## src/rtl/dispatch_pkg.sv

```systemverilog
package dispatch_pkg;
  localparam int LANES    = 3;
  localparam int GROUP    = 6;
  localparam int MAX_CPLX = 4;
  localparam int CLS_W    = 2;
  localparam int CPLX_W   = $clog2(MAX_CPLX);
  localparam int CNT_W    = $clog2(GROUP + 1);
  localparam int TAKE_W   = $clog2(LANES + 1);

  localparam logic [CLS_W-1:0] CLS_SIMPLE  = 2'd0;
  localparam logic [CLS_W-1:0] CLS_COMPLEX = 2'd1;

  // Strobes from control to datapath for one cycle
  typedef struct packed {
    logic             advance;   // group register loads
    logic             seqMode;   // group filled from ROM
    logic             seqStart;  // sequence begins from lane 0 now
    logic             seqDone;   // end flag seen in this group
    logic [CNT_W-1:0] emitCnt;   // micro-ops in the new group
    logic [CNT_W-1:0] lane0Cnt;  // micro-ops from lane 0 (decoder mode)
    logic [LANES-1:0] take;      // lanes consumed (decoder mode)
  } dispStrobe_t;
endpackage

```

## src/rtl/dispatch_ctrl.sv

```systemverilog
module dispatch_ctrl
  import dispatch_pkg::*;
(
  input  logic                    clk,
  input  logic                    rstN,
  input  logic [LANES-1:0]        inValid,
  input  logic [LANES*CLS_W-1:0]  inClass,
  input  logic [LANES*CPLX_W-1:0] inCount,
  input  logic [GROUP-1:0]        romEnd,
  input  logic                    grpBusy,
  input  logic                    outReady,
  output logic                    seqActive,
  output logic [TAKE_W-1:0]       inTake,
  output dispStrobe_t             strb
);
  logic [CLS_W-1:0] laneCls [LANES];
  logic             lane0Seq;
  logic             endFound;
  logic [CNT_W-1:0] endCnt;
  logic [CNT_W-1:0] decCnt;
  logic [TAKE_W-1:0] takeSum;

  always_comb begin
    for (int k = 0; k < LANES; k++) laneCls[k] = inClass[k*CLS_W +: CLS_W];
  end

  // first ROM word carrying the end flag
  always_comb begin
    endFound = 1'b0;
    endCnt   = CNT_W'(GROUP);
    for (int j = GROUP - 1; j >= 0; j--) begin
      if (romEnd[j]) begin
        endFound = 1'b1;
        endCnt   = CNT_W'(j + 1);
      end
    end
  end

  always_comb begin
    strb         = '0;
    strb.advance = !grpBusy || outReady;
    lane0Seq     = inValid[0] && laneCls[0][1];
    strb.seqMode = seqActive || lane0Seq;
    strb.seqStart = !seqActive && lane0Seq;
    strb.seqDone = strb.seqMode && endFound;

    // in-order steering: later lanes need simple class and a taken predecessor
    strb.take[0] = inValid[0] && !laneCls[0][1];
    for (int k = 1; k < LANES; k++)
      strb.take[k] = strb.take[k-1] && inValid[k] && (laneCls[k] == CLS_SIMPLE);

    if (!strb.take[0])                      strb.lane0Cnt = '0;
    else if (laneCls[0] == CLS_COMPLEX)     strb.lane0Cnt = CNT_W'(inCount[0 +: CPLX_W]) + CNT_W'(1);
    else                                    strb.lane0Cnt = CNT_W'(1);

    decCnt  = strb.lane0Cnt;
    takeSum = '0;
    for (int k = 0; k < LANES; k++) begin
      takeSum = takeSum + TAKE_W'(strb.take[k]);
      if (k > 0) decCnt = decCnt + CNT_W'(strb.take[k]);
    end
    strb.emitCnt = strb.seqMode ? endCnt : decCnt;

    if (!strb.advance || seqActive) inTake = '0;
    else if (lane0Seq)              inTake = TAKE_W'(1);
    else                            inTake = takeSum;
  end

  always_ff @(posedge clk) begin
    if (!rstN)                              seqActive <= 1'b0;
    else if (strb.advance && strb.seqMode)  seqActive <= !endFound;
  end
endmodule

```

## src/rtl/dispatch_dpath.sv

```systemverilog
module dispatch_dpath
  import dispatch_pkg::*;
#(
  parameter int PAY_W  = 14,
  parameter int IDX_W  = 6,
  parameter int ROM_AW = 8,
  localparam int UOP_W = PAY_W + CPLX_W
) (
  input  logic                    clk,
  input  logic                    rstN,
  input  dispStrobe_t             strb,
  input  logic                    seqActive,
  input  logic [LANES*PAY_W-1:0]  inPayload,
  input  logic [LANES*IDX_W-1:0]  inIdx,
  input  logic [GROUP*UOP_W-1:0]  romWord,
  output logic [GROUP*ROM_AW-1:0] romAddr,
  output logic                    grpBusy,
  output logic [GROUP-1:0]        outValid,
  output logic [GROUP*UOP_W-1:0]  outUop,
  output logic [GROUP*IDX_W-1:0]  outIdx,
  output logic [GROUP-1:0]        outFirst,
  output logic [GROUP-1:0]        outLast
);
  logic [ROM_AW-1:0] seqPtr, seqBase;
  logic [IDX_W-1:0]  seqIdx;
  logic [PAY_W-1:0]  lanePay [LANES];
  logic [IDX_W-1:0]  laneIdx [LANES];

  logic [GROUP-1:0]  grpValid, nValid, nFirst, nLast, grpFirst, grpLast;
  logic [UOP_W-1:0]  grpUop [GROUP];
  logic [UOP_W-1:0]  nUop   [GROUP];
  logic [IDX_W-1:0]  grpIdx [GROUP];
  logic [IDX_W-1:0]  nIdx   [GROUP];

  always_comb begin
    for (int k = 0; k < LANES; k++) begin
      lanePay[k] = inPayload[k*PAY_W +: PAY_W];
      laneIdx[k] = inIdx[k*IDX_W +: IDX_W];
    end
  end

  assign seqBase = seqActive ? seqPtr : lanePay[0][ROM_AW-1:0];

  genvar g;
  generate
    for (g = 0; g < GROUP; g++) begin : gEntry
      assign romAddr[g*ROM_AW +: ROM_AW] = seqBase + ROM_AW'(g);
      assign outUop[g*UOP_W +: UOP_W]    = grpUop[g];
      assign outIdx[g*IDX_W +: IDX_W]    = grpIdx[g];
    end
  endgenerate

  // next-group builder
  always_comb begin
    for (int j = 0; j < GROUP; j++) begin
      nValid[j] = 1'b0;
      nUop[j]   = '0;
      nIdx[j]   = laneIdx[0];
      nFirst[j] = 1'b0;
      nLast[j]  = 1'b0;
      if (strb.seqMode) begin
        if (CNT_W'(j) < strb.emitCnt) begin
          nValid[j] = 1'b1;
          nUop[j]   = romWord[j*UOP_W +: UOP_W];
          nIdx[j]   = seqActive ? seqIdx : laneIdx[0];
          nFirst[j] = strb.seqStart && (j == 0);
          nLast[j]  = strb.seqDone && (CNT_W'(j + 1) == strb.emitCnt);
        end
      end else begin
        if (CNT_W'(j) < strb.lane0Cnt) begin
          nValid[j] = 1'b1;
          nUop[j]   = {lanePay[0], CPLX_W'(j)};
          nFirst[j] = (j == 0);
          nLast[j]  = (CNT_W'(j + 1) == strb.lane0Cnt);
        end
        for (int k = 1; k < LANES; k++) begin
          if (strb.take[k] && (CNT_W'(j) == strb.lane0Cnt + CNT_W'(k - 1))) begin
            nValid[j] = 1'b1;
            nUop[j]   = {lanePay[k], {CPLX_W{1'b0}}};
            nIdx[j]   = laneIdx[k];
            nFirst[j] = 1'b1;
            nLast[j]  = 1'b1;
          end
        end
      end
    end
  end

  always_ff @(posedge clk) begin
    if (!rstN) begin
      grpValid <= '0;
      grpFirst <= '0;
      grpLast  <= '0;
      seqPtr   <= '0;
      seqIdx   <= '0;
      for (int j = 0; j < GROUP; j++) begin
        grpUop[j] <= '0;
        grpIdx[j] <= '0;
      end
    end else if (strb.advance) begin
      grpValid <= nValid;
      grpFirst <= nFirst;
      grpLast  <= nLast;
      for (int j = 0; j < GROUP; j++) begin
        grpUop[j] <= nUop[j];
        grpIdx[j] <= nIdx[j];
      end
      if (strb.seqMode)  seqPtr <= seqBase + ROM_AW'(GROUP);
      if (strb.seqStart) seqIdx <= laneIdx[0];
    end
  end

  assign grpBusy  = |grpValid;
  assign outValid = grpValid;
  assign outFirst = grpFirst;
  assign outLast  = grpLast;
endmodule

```

## src/rtl/dispatch_top.sv

```systemverilog
module dispatch_top
  import dispatch_pkg::*;
#(
  parameter int PAY_W  = 14,
  parameter int IDX_W  = 6,
  parameter int ROM_AW = 8,
  localparam int UOP_W = PAY_W + CPLX_W
) (
  input  logic                    clk,
  input  logic                    rstN,
  input  logic [LANES-1:0]        inValid,
  input  logic [LANES*CLS_W-1:0]  inClass,
  input  logic [LANES*CPLX_W-1:0] inCount,
  input  logic [LANES*PAY_W-1:0]  inPayload,
  input  logic [LANES*IDX_W-1:0]  inIdx,
  output logic [TAKE_W-1:0]       inTake,
  output logic [GROUP*ROM_AW-1:0] romAddr,
  input  logic [GROUP*UOP_W-1:0]  romWord,
  input  logic [GROUP-1:0]        romEnd,
  output logic [GROUP-1:0]        outValid,
  output logic [GROUP*UOP_W-1:0]  outUop,
  output logic [GROUP*IDX_W-1:0]  outIdx,
  output logic [GROUP-1:0]        outFirst,
  output logic [GROUP-1:0]        outLast,
  input  logic                    outReady
);
  dispStrobe_t strb;
  logic        seqActive;
  logic        grpBusy;

  dispatch_ctrl u_ctrl (
    .clk(clk), .rstN(rstN), .inValid(inValid), .inClass(inClass),
    .inCount(inCount), .romEnd(romEnd), .grpBusy(grpBusy),
    .outReady(outReady), .seqActive(seqActive), .inTake(inTake), .strb(strb)
  );

  dispatch_dpath #(.PAY_W(PAY_W), .IDX_W(IDX_W), .ROM_AW(ROM_AW)) u_dpath (
    .clk(clk), .rstN(rstN), .strb(strb), .seqActive(seqActive),
    .inPayload(inPayload), .inIdx(inIdx), .romWord(romWord),
    .romAddr(romAddr), .grpBusy(grpBusy), .outValid(outValid),
    .outUop(outUop), .outIdx(outIdx), .outFirst(outFirst), .outLast(outLast)
  );
endmodule

```

## config.mk

```make
export PLATFORM = sky130hd
export DESIGN_NAME = dispatch_top
export DESIGN_NICKNAME = d
export VERILOG_FILES = /design/src/rtl/dispatch_pkg.sv /design/src/rtl/dispatch_ctrl.sv /design/src/rtl/dispatch_dpath.sv /design/src/rtl/dispatch_top.sv
export SDC_FILE = /design/constraint.sdc
export NUM_CORES = 1
export LEC_CHECK = 0
export BUFFER_PORTS_ARGS = -buffer_cell sky130_fd_sc_hd__buf_2
export CAP_MARGIN = 10
export CORE_ASPECT_RATIO = 1.25
export CORE_MARGIN = 3
export CORE_UTILIZATION = 40
export CTS_BUF_LIST = sky130_fd_sc_hd__clkbuf_16
export DETAILED_ROUTE_END_ITERATION = 7
export HOLD_SLACK_MARGIN = 0.15
export PLACE_DENSITY = 0.69
export SKIP_LAST_GASP = 1
export SYNTH_ARGS = -nofsm -noshare
export SYNTH_HDL_FRONTEND = slang
export SYNTH_HIERARCHICAL = 1
export SYNTH_SLANG_ARGS = --single-unit
```

## constraint.sdc

```tcl
create_clock -name clk -period 4.5 [get_ports clk]
set_input_delay 0.225 -clock clk [delete_from_list [all_inputs] [get_ports clk]]
set_output_delay 0.225 -clock clk [all_outputs]
set_load 0.02 [all_outputs]
```

Yosys cells after proc, flatten, opt, wreduce, memory -nomap -nowiden
Memory sizes are Yosys's and may differ from the RTL's. Index checks and enable logic that the tools add are counted.

Memories kept: 2. Logic and storage cells: 269. Bits of input ports: 180. Register bits: 33. Output and inout bits: 200. Memory bits (writable): 132.

Memories: u_dpath.grpUop (depth 6, bits a word 16, rd ports 6, clocked after memory_dff 0, write ports 6, line dispatch_dpath.sv:30) `logic [UOP_W-1:0] grpUop [GROUP];`; u_dpath.grpIdx (depth 6, bits a word 6, rd ports 6, clocked after memory_dff 0, write ports 6, line dispatch_dpath.sv:32) `logic [IDX_W-1:0] grpIdx [GROUP];`.

$add $sub $neg: 12. Bitwise operators: 12. Reductions and logical operators: 42. Magnitude comparators: 12. Multiplexer cells: 165. Equality and inequality tests: 18.

Operator list (count): $mux 16 (36); $mux 6 (31); $mux 1 (87); $logic_and 1x1->1 (27); $add 8x3->8 const B (3); $eq 3x3->1 const A (8); $eq 2x3->1 const A (6); $mux 3 (6); $add 8x2->8 const B (2); $lt 1x3->1 const A (4); $lt 2x3->1 const A (4); $lt 3x3->1 const A (4); $or 1x1->1 (12); $eq 1x3->1 const A (3); $add 8x1->8 const B (1); $mux 2 (4); $mux 8 (1); $add 3x1->3 (2); $logic_not 3->1 (2); $reduce_or 6->1 (1); $logic_not 1->1 (5); $logic_not 2->1 (2); $reduce_and 2->1 (2); $add 2x1->3 const B (1); other kinds (5) (7).

Logic depth before layout (Yosys ltp)
Gate-level depths: netlist of run 1.

Word-level depth: 12. Gate-level depth with buffers: 16. Gate-level depth less buffers: 13.

Cells and area by module
Netlist of run 1, hierarchy kept.

By module, submodules not included: dispatch_dpath (cells an instance 1111, area each 10407.5 sq um, instances 1, sequential area each 4604.4 sq um); dispatch_ctrl (cells an instance 43, area each 329.1 sq um, instances 1, sequential area each 20.0 sq um).

Least setup slack after synthesis of run 1
OpenSTA, ideal clock, no wires.

Path kind: register to register. Start: register u_dpath.grpValid[2], in the netlist u_dpath/outValid[2]. End: memory u_dpath.grpIdx[0][0], enable pin. Period minus slack after synthesis: 4.472 ns. Arrival: 3.987 ns. Library setup time: 0.484 ns. Data required time: 4.016 ns. Cell stages (with the launch flop): 9. Slack: 0.028 ns. Path buffers: 2. Cell sequence: dfxtp_1 nor4_1 nand2_1 nor2b_1 inv_1 buf_2 nor2_1 clkbuf_1 inv_1.

RTL lines: start, declared (line dispatch_dpath.sv:29) `logic [GROUP-1:0] grpValid, nValid, nFirst, nLast, grpFirst, grpLast;`; start signal, assigned (line dispatch_dpath.sv:101) `grpValid <= nValid;`; end, declared (line dispatch_dpath.sv:32).

==> results of run 1 <==
sequential cells by signal, indices dropped and copies added (netlist names):
name              flops
u_dpath/outValid      6
u_dpath/grpIdx       36
u_dpath/seqPtr        8
u_dpath/seqIdx        6
u_dpath/outFirst      6
u_ctrl/seqActive      1
u_dpath/outLast       6
u_dpath/grpUop       96
cells in the final DEF (no fill, tap or decap), drive strengths merged, types with 24 or more instances in the layout:
cell type,n
buf,405
o21ai,169
nand2,153
edfxtp,132
dlygate4sd3,93
a21oi,70
nor2,54
mux2i,47
o22ai,36
a211oi,36
nor2b,35
dfxtp,33
a221oi,30
inv,29
nand3,25
xnor2,24
per-layer routing:
layer / vias up / wire, um / share of wire (%)
met2: 845 / 21400 / 48
met1: 5465 / 16700 / 37
met4: 2 / 2350 / 5.3
met3: 165 / 4030 / 9.1
met5: - / 13 / 0.029
li1: 5150 / - / -
worst min-delay path by stage:
stage / start / endpoint / slack, ps / depth (start not counted)
after floorplan: rstN / u_ctrl/seqActive / 370 / 1
after global placement: u_dpath/outFirst[4] / u_dpath/outFirst[4] / 430 / 2
after detailed placement: u_dpath/outFirst[5] / u_dpath/outFirst[5] / 430 / 2
after CTS: inIdx[0] / u_dpath/seqIdx[0] / 150 / 3
after global routing: inPayload[27] / u_dpath/grpUop[5][15] / 170 / 2
final: inIdx[0] / u_dpath/seqIdx[0] / 180 / 3
through the flow:
step	hold slack, ps	instance area, um^2	setup slack, ps
after floorplan	372	10700	28.4
after CTS	151	14300	1260
final	175	14300	1120
after global placement	431	12700	1210
after global routing	173	14300	1030
after detailed placement	434	12700	1200
power by group through the flow:
stage	Sequential, mW	Combinational, mW	Clock (mW)
finish	1.84	1.02	1.55
global route	1.85	1.08	1.62
detailed placement	1.87	0.937	0
floorplan	2.02	0.404	0
global placement	1.87	0.927	0
CTS	1.84	1.01	1.57
final cells by class:
class	instances	share of cell area, %
Multi-Input combinational cell	852	38.3
Sequential cell	165	32.4
Timing Repair Buffer	498	21.4
Clock buffer	17	2.98
Tap cell	340	2.98
Clock inverter	15	1.33
Inverter	22	0.597
Antenna cell	2	0.0351
timing repair:
item / in CTS / in global routing
endpoints found under the hold margin: 93 / 0
setup buffers: 0 / 0
hold buffers: 93 / 0
endpoints found under the setup margin: 0 / 0
worst max-delay path, stage by stage, from the launching register on:
cell and delay, ps:
dfxtp_1 330, nor4_1 470, nand2_1 150, nor2b_1 190
inv_1 370, and3b_2 640, nand2_1 510, a21oi_1 400
a221o_1 160
cell families after synthesis:
family          Yosys count
compound gates          427
xor+xnor                 29
mux                      56
fa+ha+maj                12
flops                   165
buf+inv                 137
simple gates            328
==> Flow_metrics.wiki, run 1 <==
{| class="wikitable"
! Metric !! Value
|-
| Net count after synthesis || 1346
|-
| Compound-cell area share of the yosys netlist || 25.8%
|-
| H-Tree Depth || 4
|-
| Die Ht || 189 um
|-
| Switching power || 1.34 mW
|-
| DRC errors left || 0
|-
| Timing startpoint of the critical path || u_dpath/outValid[3]
|-
| Full die area || 28900 um^2
|-
| Filler Cells Inserted || 2360
|-
| Via-to-Cell Ratio || 6.08
|-
| Synthesized area per cell || 9.30 um^2
|-
| Number of enable flip-flop cells after synthesis || 132
|-
| Final RePlAce weighted congestion || 0.888
|-
| Maximum VDD drop || 210 uV
|-
| Multi-input gate area || 5460 um^2
|-
| Port buffer count || 375
|-
| Internal power || 3.07 mW
|-
| Overall power || 4.40 mW
|-
| Reg-to-reg critical path startpoint || u_dpath/outValid[3]
|-
| Register bit count reported by yosys || 165
|-
| Cells after Synth || 1154
|-
| Routing usage on met2 || 50.1%
|-
| Dominant combinational cell family by area after synthesis || compound AO/OA/AOI/OAI gates
|-
| Clk_lat worst skew || 440 ps
|-
| I/O pin total || 380
|-
| Share of synthesized cell area in and, or, nand and nor gates || 15.2%
|-
| Type of element capturing the critical path || register
|-
| Post-CTS sizing || 0
|-
| Horiz. Die Dim || 153 um
|-
| Kind of start point of the critical path || register
|-
| Endpoint arrival time on the critical path || 3690 ps
|-
| Area share of fa/ha/maj cells after synthesis || 1.40%
|-
| Capture instance of the worst register-to-register path || u_dpath/grpUop[5][3]
|-
| Final routed wire length divided by cell count || 23.3 um
|-
| Headroom to the max-slew limit || 19.8%
|-
| Synth cell types || 83
|-
| Post-DP HPWL || 30700 um
|-
| Register-to-register path setup slack || 1120 ps
|-
| Iter 0 DRT Violations || 1404
|-
| Count of antenna-violating nets left after detailed routing || 0
|-
| Nets || 1748
|-
| Register clock-pin slew on the reported worst setup and hold paths || 70 ps
|-
| Post-synthesis xor/xnor area fraction || 2.37%
|-
| Maximum buffer depth of the clock tree || 2
|-
| Setup repair after global routing missed its margin || false
|-
| Leakage || 6.24 nW
|-
| Highest fanout seen on the critical path || 27
|-
| Global-route wire length before repair || 65700 um
|-
| Vias after detailed routing || 11627
|-
| Status || finished clean
|-
| Initial antenna violation count || 2
|-
| Total Neg Setup Slack || 0 ps
|-
| Seq/Total Area, Yosys || 43.1%
|-
| Fin crit period || 3380 ps
|-
| Pin count of the biggest net entering global routing || 60
|-
| Library cell with the largest summed area after synthesis || edfxtp_1
|-
| Part of the power in registers || 41.8%
|-
| End of the critical path || u_dpath/grpUop[5][3]
|-
| Met1 Use GR || 34.9%
|-
| Main flop type after synthesis || edfxtp_1
|-
| Cell with the most instances after synthesis || nand2_1
|-
| Logic gate share of total power || 23.1%
|-
| Share of Yosys cell area claimed by the top area cell type || 36.9%
|-
| Utilization after layout || 54.3%
|-
| Fmax || 296 MHz
|-
| Final routed wirelength across all metal layers || 44500 um
|-
| Total power divided by cell area || 309 nW/um^2
|-
| Overflow left after global routing || 0
|-
| Number of cells after detailed placement || 1784
|-
| Initial Utilization || 40.9%
|-
| Clock power frac || 35.1%
|-
| Register Area || 4620 um^2
|-
| Share of flip-flops with an asynchronous set or reset after synthesis || 0%
|-
| Clock root buffer || clkbuf_16
|-
| Synth top cells by count || nand2_1 (152), edfxtp_1 (132), o21ai_1 (92), o21ai_0 (77), a21oi_1 (69)
|-
| Total number of yosys warnings || 6
|-
| P&R area growth vs syn || 32.8%
|-
| Transition time at the pin with the least slew margin || 1200 ps
|-
| Total routing usage reported by global routing || 29.2%
|-
| Clock tree from TritonCTS || built
|-
| Clock sink count || 165
|-
| Type of the worst setup path || reg2reg
|-
| Final count of pins violating max slew || 0
|-
| Fraction of layout instances using a drive strength above 1 || 30.9%
|-
| Worst endpoint required time || 4810 ps
|-
| Cells on worst reg2reg path || 8
|-
| Std cell rows || 66
|-
| Number of detailed-route iterations in the first pass || 6
|-
| Final period util || 75.1%
|-
| Grt met3 use || 5.69%
|-
| Multiplexer area fraction after synthesis || 5.85%
|-
| Hold violation total from the final report || 0
|-
| HP Class || in2reg
|-
| Post-synth design cell area || 10700 um^2
|-
| Core box area || 26300 um^2
|-
| Clk_skew || 14.9 ps
|-
| Vias in the first global route || 11221
|-
| Max-capacitance violation count || 0
|-
| Most crowded layer after global routing || met2
|-
| Switching part of the total power || 30.4%
|-
| TritonCTS Buffers || 17
|-
| Cell types occupying the most area after synthesis || edfxtp_1 (37%), dfxtp_1 (6.2%), nand2_1 (5.3%)
|-
| Non-filler cells, final || 1911
|-
| Total setup violations reported at the end of the flow || 0
|}
Power figures use the tool's default switching activity.
==> run 2: changes to the inputs <==
Settings changed: ABC_AREA set to 1, PLACE_DENSITY 0.69 to 0.66.
Clock period 4.5 ns to 3.55 ns, I/O delays scaled along.
==> run 2 against run 1 <==
Compared with the run above: synthesized cell count increased by 36%; power increased by 23%; global-route usage increased by 1.0 points; area after synthesis increased by 2.1%; non-clock buffer count increased by 14; register-to-register slack got worse by 500 ps; largest cell class unchanged.
==> Flow_metrics.wiki, run 2 <==
{| class="wikitable"
! Metric !! Value
|-
| Final period util || 89.2%
|-
| Fmax || 316 MHz
|-
| Number of detailed-route iterations in the first pass || 6
|-
| Worst hold-check slack || 147 ps
|-
| Final routed wire length divided by cell count || 19.6 um
|-
| Final routed wirelength across all metal layers || 46400 um
|-
| Register-to-register path setup slack || 620 ps
|-
| Clk_skew || 14.2 ps
|-
| Final count of pins violating max slew || 0
|-
| Vias after detailed routing || 12636
|-
| Registers with the most flip-flops || u_dpath/grpUop (96), u_dpath/grpIdx (36), u_dpath/seqPtr (8)
|-
| Post-CTS sizing || 0
|-
| Register bit count reported by yosys || 165
|-
| Seq/Total Area, Yosys || 42.2%
|-
| Core box area || 26900 um^2
|-
| Filler Cells Inserted || 2597
|-
| Setup bufs post-CTS || 0
|-
| Cell types occupying the most area after synthesis || edfxtp_1 (36%), nand2_1 (19%), o21ai_0 (6.8%)
|-
| Max-capacitance violation count || 0
|-
| HP Class || in2reg
|-
| Cell with the most instances after synthesis || nand2_1
|-
| Clock tree from TritonCTS || built
|-
| Nets || 2201
|-
| Post-DP HPWL || 34600 um
|-
| Post-synth design cell area || 11000 um^2
|-
| Kind of start point of the critical path || register
|-
| P&R area growth vs syn || 34.6%
|-
| Total routing usage reported by global routing || 30.2%
|-
| Hold Crit Depth || 3
|-
| Leading cell type in the layout, fill and taps excluded || nand2_1
|-
| Type of element capturing the critical path || output port
|-
| Total power divided by cell area || 366 nW/um^2
|-
| Pin count of the biggest net entering global routing || 68
|-
| Synth top cells by count || nand2_1 (551), o21ai_0 (148), inv_1 (134), edfxtp_1 (132), nand3_1 (127)
|-
| Horiz. Die Dim || 154 um
|-
| Cells after Synth || 1568
|-
| I/O pin total || 380
|-
| Register Area || 4620 um^2
|-
| Full die area || 29400 um^2
|-
| Die Ht || 191 um
|-
| Register clock-pin slew on the reported worst setup and hold paths || 70 ps
|-
| Headroom to the max-slew limit || 29.8%
|-
| Share of flip-flops with an asynchronous set or reset after synthesis || 0%
|-
| Fraction of layout instances using a drive strength above 1 || 23.7%
|-
| Transition time at the pin with the least slew margin || 1050 ps
|-
| Main flop type after synthesis || edfxtp_1
|-
| DRC errors left || 0
|-
| Maximum buffer depth of the clock tree || 2
|-
| Multi-input gate area || 5400 um^2
|-
| Total number of yosys warnings || 6
|-
| Number of enable flip-flop cells after synthesis || 132
|-
| Type of the worst setup path || reg2out
|-
| Initial Utilization || 40.7%
|-
| Clk_lat worst skew || 440 ps
|-
| Synthesized area per cell || 6.99 um^2
|-
| H-Tree Depth || 4
|-
| Most flop-heavy register || u_dpath/grpUop
|-
| Setup repair after global routing missed its margin || false
|-
| Hold violation total from the final report || 0
|-
| Fin crit period || 3170 ps
|-
| Std cell rows || 67
|-
| Count of antenna-violating nets left after detailed routing || 0
|-
| TritonCTS Buffers || 17
|-
| Number of cells after detailed placement || 2229
|-
| Synth cell types || 34
|-
| Clock root buffer || clkbuf_16
|-
| Highest fanout seen on the critical path || 9
|-
| Initial antenna violation count || 2
|-
| Endpoint arrival time on the critical path || 2990 ps
|-
| Total setup violations reported at the end of the flow || 0
|-
| Cells on worst reg2reg path || 11
|-
| Global-route wire length before repair || 68500 um
|-
| Quantity of hold-fixing buffers added after cts || 106
|-
| Final RePlAce weighted congestion || 0.980
|-
| Share of Yosys cell area claimed by the top area cell type || 36.1%
|-
| Vias in the first global route || 11657
|-
| Non-filler cells, final || 2370
|-
| Net count after synthesis || 1760
|-
| Leakage || 7.79 nW
|-
| Worst endpoint required time || 3370 ps
|-
| Total Neg Setup Slack || 0 ps
|-
| Port buffer count || 375
|-
| Clock sink count || 165
|-
| Overflow left after global routing || 0
|-
| Maximum VDD drop || 221 uV
|-
| Status || finished clean
|-
| Library cell with the largest summed area after synthesis || edfxtp_1
|-
| Via-to-Cell Ratio || 5.33
|-
| Most frequent cells in the layout || nand2_1 (550), buf_2 (375), o21ai_0 (148)
|-
| Max reg flops || 96
|-
| Iter 0 DRT Violations || 1156
|}
## run 2: cell families after synthesis
| logic type | count (synthesis) | share of synthesized area [%] |
|---|---|---|
| fa+ha+maj | 12 | 1.37 |
| compound gates | 297 | 14.5 |
| flops | 165 | 42.2 |
| xor+xnor | 27 | 2.16 |
| simple gates | 830 | 31.0 |
| buf+inv | 237 | 8.82 |
## run 2: per-layer routing
layer  global-route usage, %  share of wire (%)
met2                    54.8                 51
met5                       0                  0
met1                    35.3                 37
met4                    12.7                4.2
met3                    4.89                7.5
## run 2: worst max-delay path: stages (launching register included)
cell and delay [ps]:
dfxtp_1 550, inv_2 150, or2_2 310, o21ai_2 200
inv_1 220, ha_1 290, inv_1 160, nor2_1 100
nand3_1 120, xor2_1 240, buf_2 210
## run 2: per-stage QoR
stage / setup WS (ps) / utilization [%] / power [mW] / instance area, um^2
final: 384 / 54.9 / 5.41 / 14800
after global routing: 211 / 54.9 / 5.63 / 14800
after CTS: 381 / 54.8 / 5.43 / 14800
after detailed placement: 313 / 48.9 / 3.60 / 13200
after global placement: 394 / 48.9 / 3.59 / 13200
after floorplan: 616 / - / 3.07 / 11000
## run 2: final timing paths
check,start,end
worst max-delay path,u_ctrl/seqActive,romAddr[30]
worst min-delay path,inPayload[33],u_dpath/grpUop[0][7]
worst max register to register,u_dpath/outValid[2],u_dpath/grpUop[0][13]
worst min register to register,u_dpath/outFirst[0],u_dpath/outFirst[0]
## run 2: where the power goes
group          total (mW)  internal (mW)  switching (mW)
Combinational        1.34          0.441           0.904
Clock                1.75          0.956           0.789
Sequential           2.32           2.26          0.0546
Total                5.41           3.66            1.75
## run 2: cell type report
class | count | area share, %
Antenna cell | 3 | 0.0508
Clock buffer | 17 | 2.88
Clock inverter | 15 | 0.780
Inverter | 147 | 3.74
Multi-Input combinational cell | 1166 | 36.6
Sequential cell | 165 | 31.3
Tap cell | 345 | 2.92
Timing Repair Buffer | 512 | 21.7
